==> src/rtl/cycle_timer_pkg.sv <==
package cycle_timer_pkg;
  localparam int CODE_W = 6;
  localparam int STATE_W = CODE_W + 1;

  // {clear, S5, S4, S3, S2, P, F}; code bits active low
  typedef enum logic [STATE_W-1:0] {
    ST_PLUS  = 7'b0_111101,
    ST_QUIET = 7'b1_111111,
    ST_S2    = 7'b0_111011,
    ST_F_S2  = 7'b0_111010,
    ST_S3    = 7'b0_110111,
    ST_S4    = 7'b0_101111,
    ST_S5    = 7'b0_011111,
    ST_IDLE  = 7'b0_111111,
    ST_F     = 7'b0_111110,
    ST_F_P   = 7'b0_111100
  } tstate_t;
endpackage

==> src/rtl/cycle_timer_next.sv <==
module cycle_timer_next
  import cycle_timer_pkg::*;
(
  input  tstate_t cur_i,
  input  logic    rst_n,
  input  logic    two_cycle_i,
  input  logic    end_req_i,
  input  logic    br_not_taken_i,
  input  logic    br_same_page_i,
  input  logic    br_cross_page_i,
  output tstate_t nxt_o
);
  logic final_active;
  logic step_state;

  // F is bit 0 of the code, active low
  assign final_active = ~cur_i[0];
  assign step_state = (cur_i == ST_S2) || (cur_i == ST_S3) ||
                      (cur_i == ST_S4) || (cur_i == ST_S5);

  always_comb begin
    nxt_o = ST_F;
    if (!rst_n) begin
      nxt_o = final_active ? ST_F_P : ST_F;
    end else if (step_state) begin
      if (end_req_i || br_cross_page_i) begin
        nxt_o = ST_F;
      end else if (br_not_taken_i || br_same_page_i) begin
        nxt_o = ST_QUIET;
      end else begin
        case (cur_i)
          ST_S2:   nxt_o = ST_S3;
          ST_S3:   nxt_o = ST_S4;
          ST_S4:   nxt_o = ST_S5;
          default: nxt_o = ST_IDLE;
        endcase
      end
    end else begin
      case (cur_i)
        ST_PLUS, ST_QUIET:     nxt_o = two_cycle_i ? ST_F_S2 : ST_S2;
        ST_F, ST_F_S2, ST_F_P: nxt_o = ST_PLUS;
        ST_IDLE:               nxt_o = ST_F;
        default:               nxt_o = ST_F;
      endcase
    end
  end
endmodule

==> src/rtl/cycle_timer_reg.sv <==
module cycle_timer_reg
  import cycle_timer_pkg::*;
(
  input  logic    clk,
  input  logic    rst_n,
  input  tstate_t nxt_i,
  output tstate_t cur_o
);
  always_ff @(posedge clk) begin
    cur_o <= nxt_i;
  end

  // reset while F is active yields F+P
  a_r1_reset_on_final: assert property (@(posedge clk)
    (!rst_n && !cur_o[0]) |=> (cur_o == ST_F_P));

  // reset while F is inactive aborts to F alone
  a_r1_abort_to_final: assert property (@(posedge clk)
    (!rst_n && (cur_o[0] === 1'b1)) |=> (cur_o == ST_F));

  // a cycle with F active is followed by P alone
  a_r2_fetch_after_final: assert property (@(posedge clk) disable iff (!rst_n)
    (!cur_o[0]) |=> (cur_o == ST_PLUS));

  // late idle always leads to F
  a_r4_idle_to_final: assert property (@(posedge clk) disable iff (!rst_n)
    (cur_o == ST_IDLE) |=> (cur_o == ST_F));

  // blanking flag only with every code bit inactive
  a_r9_clear_blank: assert property (@(posedge clk) disable iff (!rst_n)
    cur_o[STATE_W-1] |-> (cur_o[CODE_W-1:0] == '1));
endmodule

==> src/rtl/cycle_timer.sv <==
module cycle_timer
  import cycle_timer_pkg::*;
(
  input  logic              clk,
  input  logic              rst_n,
  input  logic              two_cycle_i,
  input  logic              end_req_i,
  input  logic              br_not_taken_i,
  input  logic              br_same_page_i,
  input  logic              br_cross_page_i,
  output logic [CODE_W-1:0] tcode_n_o,
  output logic              clear_o
);
  tstate_t cur_q;
  tstate_t nxt_d;

  cycle_timer_next u_next (
    .cur_i           (cur_q),
    .rst_n           (rst_n),
    .two_cycle_i     (two_cycle_i),
    .end_req_i       (end_req_i),
    .br_not_taken_i  (br_not_taken_i),
    .br_same_page_i  (br_same_page_i),
    .br_cross_page_i (br_cross_page_i),
    .nxt_o           (nxt_d)
  );

  cycle_timer_reg u_reg (
    .clk   (clk),
    .rst_n (rst_n),
    .nxt_i (nxt_d),
    .cur_o (cur_q)
  );

  assign tcode_n_o = cur_q[CODE_W-1:0];
  assign clear_o   = cur_q[STATE_W-1];

  // end request in a step state wins over branch requests
  a_r8_end_first: assert property (@(posedge clk) disable iff (!rst_n)
    (end_req_i && (cur_q == ST_S2 || cur_q == ST_S3 ||
                   cur_q == ST_S4 || cur_q == ST_S5))
    |=> (tcode_n_o == 6'b111110 && !clear_o));

  // two-cycle indication in fetch gives F+S2
  a_r3_short_instr: assert property (@(posedge clk) disable iff (!rst_n)
    (two_cycle_i && (cur_q == ST_PLUS || cur_q == ST_QUIET))
    |=> (tcode_n_o == 6'b111010));
endmodule

==> config.mk <==
export PLATFORM = sky130hd
export DESIGN_NAME = cycle_timer
export DESIGN_NICKNAME = d
export VERILOG_FILES = /design/src/rtl/cycle_timer_pkg.sv /design/src/rtl/cycle_timer_next.sv /design/src/rtl/cycle_timer_reg.sv /design/src/rtl/cycle_timer.sv
export SDC_FILE = /design/constraint.sdc
export NUM_CORES = 1
export LEC_CHECK = 0
export BUFFER_PORTS_ARGS = -buffer_cell sky130_fd_sc_hd__buf_2
export CAP_MARGIN = 10
export CORE_AREA = 3 3 40 42
export DETAILED_ROUTE_END_ITERATION = 8
export DIE_AREA = 0 0 43 45
export GPL_TIMING_DRIVEN = 1
export SETUP_SLACK_MARGIN = 0.02
export SLEW_MARGIN = 20
export SYNTH_ARGS = -nofsm -noshare
export SYNTH_HDL_FRONTEND = slang
export SYNTH_SLANG_ARGS = --single-unit
==> constraint.sdc <==
create_clock -name clk -period 1.6 [get_ports clk]
set_input_delay 0.08 -clock clk [delete_from_list [all_inputs] [get_ports clk]]
set_output_delay 0.08 -clock clk [all_outputs]
set_load 0.03 [all_outputs]
# --- Yosys cells after proc, flatten, opt, wreduce, memory -nomap -nowiden ---
# Cells that the tools add are included.
classes:
  n_eq_ne: 9
  muxes: 8
  reduce_logical: 7
op_table:
  columns: ["operator", "n"]
  rows:
  - ["== test 7 x 6 -> 1 bit (second input constant)", 7]
  - ["2-to-1 mux 7 bit", 4]
  - ["case mux 6 bit (3 select lines)", 1]
  - ["case mux 7 bit (2 select lines)", 1]
  - ["== test 7 x 5 -> 1 bit (second input constant)", 1]
  - ["== test 7 bit (second input constant)", 1]
  - ["logical OR 1 bit", 5]
  - ["OR reduction 3 bit", 1]
  - ["2-to-1 mux 2 bit", 1]
  - ["OR reduction 2 bit", 1]
  - ["2-to-1 mux 1 bit", 1]
totals:
  input_bits: 7
  wordCells: 25
  reg_bits: 7

# --- Depth between registers and ports, before layout ---
# Gate-level depths: netlist of the first run.
depth:
  word_depth: 6
  ltp_mapped: 5
  mapped_depth_nobuf: 4

# --- Modules after synthesis ---
# A second synthesis of the first run with hierarchy kept.
hier_totals:
  cells_unflattened: 33
  hier_area_um2: 327.8
by_module_without_submodules:
  columns: ["mod", "seq_area_each_um2", "n_inst", "cells_each", "area_each_um2"]
  rows:
  - ["cycle_timer_next", 0.0, 1, 26, 187.7]
  - ["cycle_timer_reg", 140.1, 1, 7, 140.1]

# --- Least setup slack after synthesis of the first run ---
# Ideal clock, no wire load.
synth_path:
  path_kind: "register -> register"
  from: "register u_reg.cur_o[6]"
  to: "register u_reg.cur_o[4]"
  setup_slack_ps: 145
  setup_time_ps: 134
  path_stages_with_launch: 4
  arrival_time_ps: 1321
  required_ps: 1466
  synth_period_minus_slack_ps: 1455
  cell_sequence: "dfxtp_1 > nor4b_2 > nand3_1 > or4_1"
synth_via:
  elab_chain_cells: 6
  word_cells_on_any_way: 12
  cone_classes: "eq/ne: 4; mux: 5; reduce/logical: 3"
synth_rtl:
  columns: ["element", "line", "text"]
  rows:
  - ["start, declared", "cycle_timer_reg.sv:7", "output tstate_t cur_o"]
  - ["start signal, assigned", "cycle_timer_reg.sv:10", "cur_o <= nxt_i;"]
  - ["== test 7 x 6 -> 1 bit (on tied branches)", "cycle_timer_next.sv:19, cycle_timer_next.sv:31, cycle_timer_next.sv:18", null]
  - ["case mux 6 bit (3 select lines) / logical OR 1 bit (equally long branches)", "cycle_timer_next.sv:31, cycle_timer_next.sv:18", null]
  - ["2-to-1 mux 7 bit / logical OR 1 bit (equally long branches)", "cycle_timer_next.sv:28, cycle_timer_next.sv:18", null]
  - ["2-to-1 mux 7 bit / logical OR 1 bit (equally long branches)", "cycle_timer_next.sv:26, cycle_timer_next.sv:19", null]
  - ["2-to-1 mux 7 bit (*)", "cycle_timer_next.sv:25", "end else if (step_state) begin"]
  - ["2-to-1 mux 7 bit (*)", "cycle_timer_next.sv:23", "if (!rst_n) begin"]
# Every way passes the cells marked *; elsewhere a longest branch is shown, timed or not.

# --- Worst setup path after layout of the first run ---
# Same ends and word-level chain as after synthesis.

==> flow_metrics.env, run 1 <==
export IMPL_tritoncts="yes"
export IMPL_synthToLayoutAreaGrowth_pct=35.14
export IMPL_grt_pass1_wl_um=1200
export IMPL_clk_latency_ps=250
export IMPL_clock_fmax_mhz=765.3
export IMPL_detail_route_antenna_nets=0
export IMPL_rows=13
export IMPL_fin_setup_tns_ps=0
export IMPL_netlist_area_leader_share_pct=43.24
export IMPL_p_leak_uw=0.0001938
export IMPL_syn_instance_count=37
export IMPL_wl_per_cell_um=10.77
export IMPL_whs_ps=49.66
export IMPL_cts_buffers=3
export IMPL_top_regs="u_reg.cur_o: 7 flops"
export IMPL_synth_edff_count=0
export IMPL_die_x_um=43
export IMPL_nFillCells=145
export IMPL_n_antenna_cell=0
export IMPL_totalWireLength_um=743
export IMPL_worst_slew_pin_slew_ps=291.3
export IMPL_htree_levels=1
export IMPL_arrival_ps=1430
export IMPL_critPathRequiredTime_ps=1730
export IMPL_worstSetupEndpointType="flop"
export IMPL_boundaryPins=14
export IMPL_ir_drop_mv=0.3009
export IMPL_largest_register_ffs=7
export IMPL_ys_top_cells_by_area="dfxtp_1, nor2_1, nor4b_2"
export IMPL_seq_area_frac_synth_pct=43.24
export IMPL_via_count=337
export IMPL_netlist_cell_type_count=22
export IMPL_synth_seq_cells=7
export IMPL_drc_errors=0
export IMPL_period_needed_ps=1307
export IMPL_globalplace_congestion=0.6869
export IMPL_die_area_um2=1935
export IMPL_yosys_most_used_dff="dfxtp_1"
export IMPL_root_buffer="clkbuf_4"
export IMPL_cts_hold_buf=0
export IMPL_top_register="u_reg.cur_o"
export IMPL_regArea_um2=140.1
export IMPL_yosysTopAreaCell="dfxtp_1"
export IMPL_drive_above_1_share_pct=33.33
export IMPL_ctsLongestPathBuffers=2
export IMPL_grt_setup_unrepaired="false"
export IMPL_dpl_hpwl_um=584
export IMPL_crit_fanout=3
export IMPL_slew_headroom_pct=80.43
export IMPL_slew_violations=0
export IMPL_multi_input_area_um2=176.4
export IMPL_clock_sinks=7
export IMPL_antenna_found_initial=0
export IMPL_gr_usage_all_layers_pct=8.841
export IMPL_status="finished, final reports clean"
export IMPL_dpl_cell_area_um2=411.6
export IMPL_synth_nets=44
export IMPL_finalCritPeriodShare_pct=81.67
export IMPL_maxCapViolCount=0
export IMPL_path_class="flop to flop"
export IMPL_routed_via_density=4.884
export IMPL_yosysWarnings=0
export IMPL_setup_viol=0
export IMPL_io_buffers=13
export IMPL_dr_pass1_iters=4
export IMPL_drt_iter0_drc=12
export IMPL_hold_class="primary input to flop"
export IMPL_cts_resized=0
export IMPL_postLayoutCellArea_um2=437.9
export IMPL_ys_async_sr_fraction_pct=0
export IMPL_nets=62
export IMPL_cts_setup_buffers=0
export IMPL_syn_area_um2=324.1
export IMPL_fp_coreArea_um2=1285
export IMPL_skew_ps=0.1497
export IMPL_initial_core_util_pct=25.22
export IMPL_die_y_um=45
export IMPL_grt_pass1_vias=284
export IMPL_syn_area_per_cell_um2=8.758
export IMPL_hold_viol_final=0
export IMPL_grt_overflow=0
export IMPL_clk_pin_slew_ps=50
export IMPL_start_kind="flop"
export IMPL_grt_max_degree=10
export IMPL_p_per_area_nw_per_um2=968.4
routing by layer:
layer  vias to the layer above  GRT usage, %  part of all wire, %
li1                        170             -                    -
met1                       152         10.90                   49
met2                        13         11.08                   40
met3                         2         5.976                  9.4
met4                         0         5.422                  1.3
met5                         -             0                    0
power by group:
group	internal [µW]	leakage, µW	switching, µW
combinational	27.0	0.000121	36.9
clock	95.1	0.0000150	64.6
sequential	184	0.0000574	16.1
total	306	0.000194	118
Yosys cell counts, types with 2 or more instances:
cell type / count
nand4_1: 2
nand2_1: 3
nor2_1: 4
o21ai_0: 2
nand3_1: 2
nand2b_1: 2
dfxtp_1: 7
worst paths after layout:
| path | start | endpoint | slack [ps] | depth (start not counted) |
|---|---|---|---|---|
| worst max-delay path | u_reg.cur_o[6] | u_reg.cur_o[4] | 290 | 3 |
| worst min-delay path | br_same_page_i | u_reg.cur_o[4] | 50 | 2 |
| worst min register to register | u_reg.cur_o[3] | u_reg.cur_o[5] | 450 | 1 |
| worst max register to register | u_reg.cur_o[6] | u_reg.cur_o[4] | 290 | 3 |
worst max-delay path, cell delays in order, from the launching register on:
cell and delay [ps]:
dfxtp_1 310, nor4b_2 270, nand3_1 130, or4_1 470
placed cells by master, fill, tap and decap left out, drive strengths merged, types with 2 or more instances in the layout:
| cell | instances |
|---|---|
| buf | 14 |
| dfxtp | 7 |
| nor2 | 4 |
| clkbuf | 4 |
| nand2 | 3 |
| nand3 | 2 |
| nand2b | 2 |
| nand4 | 2 |
| o21ai | 2 |
metrics by stage:
| step | cells | util, % | setup slack (ps) | power, µW |
|---|---|---|---|---|
| after global placement | 65 | 32.04 | 331.9 | 267.8 |
| after floorplan | 37 | - | 144.9 | 243.8 |
| after CTS | 69 | 34.08 | 283.7 | 429.9 |
| after global routing | 69 | 34.08 | 242.3 | 451.3 |
| final | 69 | 34.08 | 293.3 | 424.1 |
| after detailed placement | 65 | 32.04 | 294.8 | 268.0 |
layout make-up:
| class | count | share of cell area (%) |
|---|---|---|
| clock buffer | 4 | 6.000 |
| inverter | 1 | 0.8571 |
| multi-input combinational | 28 | 40.29 |
| sequential | 7 | 32.00 |
| tap | 15 | 4.286 |
| timing repair buffer | 14 | 16.57 |
cell families after synthesis:
logic type / Yosys count / synth area share, %
and+or+nand+nor: 20 / 36.29
DFF: 7 / 43.24
AOI/OAI and AO/OA: 6 / 12.74
xor gates and xnor gates: 2 / 5.406
buffers and inverters: 2 / 2.314
(Power assumes the default switching activity.)
==> run 2, diff against run 1 <==
--- a/config.mk
+++ b/config.mk
@@ -5,6 +5,7 @@
 export SDC_FILE = /design/constraint.sdc
 export NUM_CORES = 1
 export LEC_CHECK = 0
+export ABC_AREA = 1
 export BUFFER_PORTS_ARGS = -buffer_cell sky130_fd_sc_hd__buf_2
 export CAP_MARGIN = 10
 export CORE_AREA = 3 3 40 42
==> constraint.sdc (replaced) <==
create_clock -name clk -period 1.28 [get_ports clk]
set_input_delay 0.064 -clock clk [delete_from_list [all_inputs] [get_ports clk]]
set_output_delay 0.064 -clock clk [all_outputs]
set_load 0.03 [all_outputs]
==> flow_metrics.env, run 2 <==
export IMPL_p_leak_uw=0.0002983
export IMPL_synth_nets=69
export IMPL_drt_iter0_drc=11
export IMPL_grt_setup_unrepaired="false"
export IMPL_syn_area_per_cell_um2=6.942
export IMPL_status="finished, final reports clean"
export IMPL_arrival_ps=1240
export IMPL_clock_sinks=7
export IMPL_drc_errors=0
export IMPL_n_antenna_cell=0
export IMPL_netlist_cell_type_count=14
export IMPL_die_area_um2=1935
export IMPL_p_seq_share_pct=43.7
export IMPL_routed_via_density=4.543
export IMPL_tritoncts="yes"
export IMPL_gr_usage_all_layers_pct=10.59
export IMPL_clk_pin_slew_ps=50
export IMPL_hold_viol_final=0
export IMPL_yosys_most_used_dff="dfxtp_1"
export IMPL_postLayoutCellArea_um2=540.5
export IMPL_start_kind="flop"
export IMPL_setup_viol=0
export IMPL_clkPwrFrac_pct=36.7
export IMPL_grt_pass1_vias=373
export IMPL_worstSetupEndpointType="flop"
export IMPL_top_register="u_reg.cur_o"
export IMPL_synthToLayoutAreaGrowth_pct=25.58
export IMPL_dpl_hpwl_um=719.8
export IMPL_seq_area_frac_synth_pct=32.56
export IMPL_die_x_um=43
export IMPL_p_per_area_nw_per_um2=1024
export IMPL_cts_hold_buf=0
export IMPL_wl_per_cell_um=9.011
export IMPL_skew_ps=3.385
export IMPL_largest_register_ffs=7
export IMPL_worst_slew_pin_slew_ps=293.6
export IMPL_slew_headroom_pct=80.35
export IMPL_rows=13
export IMPL_grt_overflow=0
export IMPL_maxCapViolCount=0
export IMPL_ys_top_cells_by_area="dfxtp_1, nand2_1, nand2_2"
export IMPL_swShare_pct=30.29
export IMPL_hold_class="primary input to flop"
export IMPL_power_frac_comb_pct=19.6
export IMPL_dpl_worst_slack_ps=168.1
export IMPL_final_cell_mix="nand2_1, buf_2, inv_1, nor2_1"
export IMPL_htree_levels=1
export IMPL_internal_power_uw=385.7
export IMPL_grt_max_degree=7
export IMPL_dr_pass1_iters=4
export IMPL_fin_setup_tns_ps=0
export IMPL_ir_drop_mv=0.5131
export IMPL_globalplace_congestion=0.7972
export IMPL_nets=87
export IMPL_fp_coreArea_um2=1285
export IMPL_yosysTopAreaCell="dfxtp_1"
export IMPL_grt_pass1_wl_um=1476
export IMPL_syn_instance_count=62
export IMPL_totalWireLength_um=847
export IMPL_cts_buffers=3
export IMPL_dpl_cell_area_um2=514.2
export IMPL_syn_area_um2=430.4
export IMPL_die_y_um=45
export IMPL_nFillCells=136
export IMPL_detail_route_antenna_nets=0
export IMPL_synth_commonest_cells="nand2_1, inv_1, nor2_1, dfxtp_1, nand2_2"
export IMPL_critPathRequiredTime_ps=1410
export IMPL_path_class="flop to flop"
export IMPL_cts_resized=0
export IMPL_switching_power_uw=167.6
export IMPL_synth_most_common_cell="nand2_1"
export IMPL_root_buffer="clkbuf_4"
export IMPL_clk_latency_ps=250
export IMPL_worst_slack_ps=166.1
export IMPL_boundaryPins=14
export IMPL_initial_core_util_pct=33.50
export IMPL_antenna_found_initial=0
export IMPL_netlist_area_leader_share_pct=32.56
export IMPL_drive_above_1_share_pct=37.97
export IMPL_ctsLongestPathBuffers=2
export IMPL_finalCritPeriodShare_pct=87.02
export IMPL_ys_async_sr_fraction_pct=0
export IMPL_cts_setup_buffers=0
export IMPL_synth_edff_count=0
export IMPL_clock_fmax_mhz=897.7
export IMPL_period_needed_ps=1114
export IMPL_via_count=427
export IMPL_io_buffers=13
export IMPL_top_regs="u_reg.cur_o: 7 flops"
export IMPL_layout_commonest_cell="nand2_1"
export IMPL_yosysWarnings=0
export IMPL_slew_violations=0
export IMPL_synth_seq_cells=7
export IMPL_crit_fanout=4
==> run 2: final timing paths <==
path	from	end	slack (ps)	cells past startpoint
worst max-delay path	u_reg.cur_o[2]	u_reg.cur_o[5]	170	7
worst min-delay path	rst_n	u_reg.cur_o[2]	40	2
worst max register to register	u_reg.cur_o[2]	u_reg.cur_o[5]	170	7
worst min register to register	u_reg.cur_o[0]	u_reg.cur_o[1]	540	2
==> run 2: power by group through the flow <==
stage | clock, µW | combinational (µW) | sequential, µW
3_5_place_dp | 0 | 109 | 246
6_report | 203 | 108 | 242
4_1_cts | 208 | 109 | 242
5_1_grt | 224 | 121 | 243
2_1_floorplan | 0 | 51.8 | 270
3_3_place_gp | 0 | 109 | 246
==> run 2: final cells by class <==
cell class,count,area [µm²],area share (%)
Multi-Input combinational cell,46,256.5,47.45
Sequential cell,7,140.1,25.93
Timing Repair Buffer,13,65.06,12.04
Inverter,9,33.78,6.250
Clock buffer,4,26.28,4.861
Tap cell,15,18.77,3.472
==> run 2: per-stage QoR <==
stage | utilization [%] | std cells | total power, µW | hold WS (ps)
after floorplan | - | 62 | 322.0 | 132.9
after global placement | 40.02 | 90 | 355.7 | 295.2
after detailed placement | 40.02 | 90 | 355.3 | 298.0
after CTS | 42.06 | 94 | 558.8 | 35.26
after global routing | 42.06 | 94 | 588.4 | 37.27
final | 42.06 | 94 | 553.3 | 41.44
==> run 2: cell families (layout without fill, tap and decap cells) <==
kind of cell / Yosys count / count (layout) / share of synthesized area (%)
AOI/OAI and AO/OA: 2 / 2 / 2.323
buffers and inverters: 9 / 26 / 7.848
DFF: 7 / 7 / 32.56
and+or+nand+nor: 44 / 44 / 57.26
==> run 2: metal layers <==
metal / GRT usage, % / vias up / part of all wire, %
li1: - / 226 / -
met2: 18.26 / 15 / 50
met1: 10.90 / 184 / 42
met4: 9.036 / 0 / 2.6
met3: 2.390 / 2 / 5.4
met5: 0 / - / 0
==> run 2: critical path: stages (launching register included) <==
cell     delay, ps
dfxtp_1        370
inv_1           70
nand2_1         60
nor2_1          50
nand2_2        110
nand2_1         90
a21oi_1        140
nand4_1        110
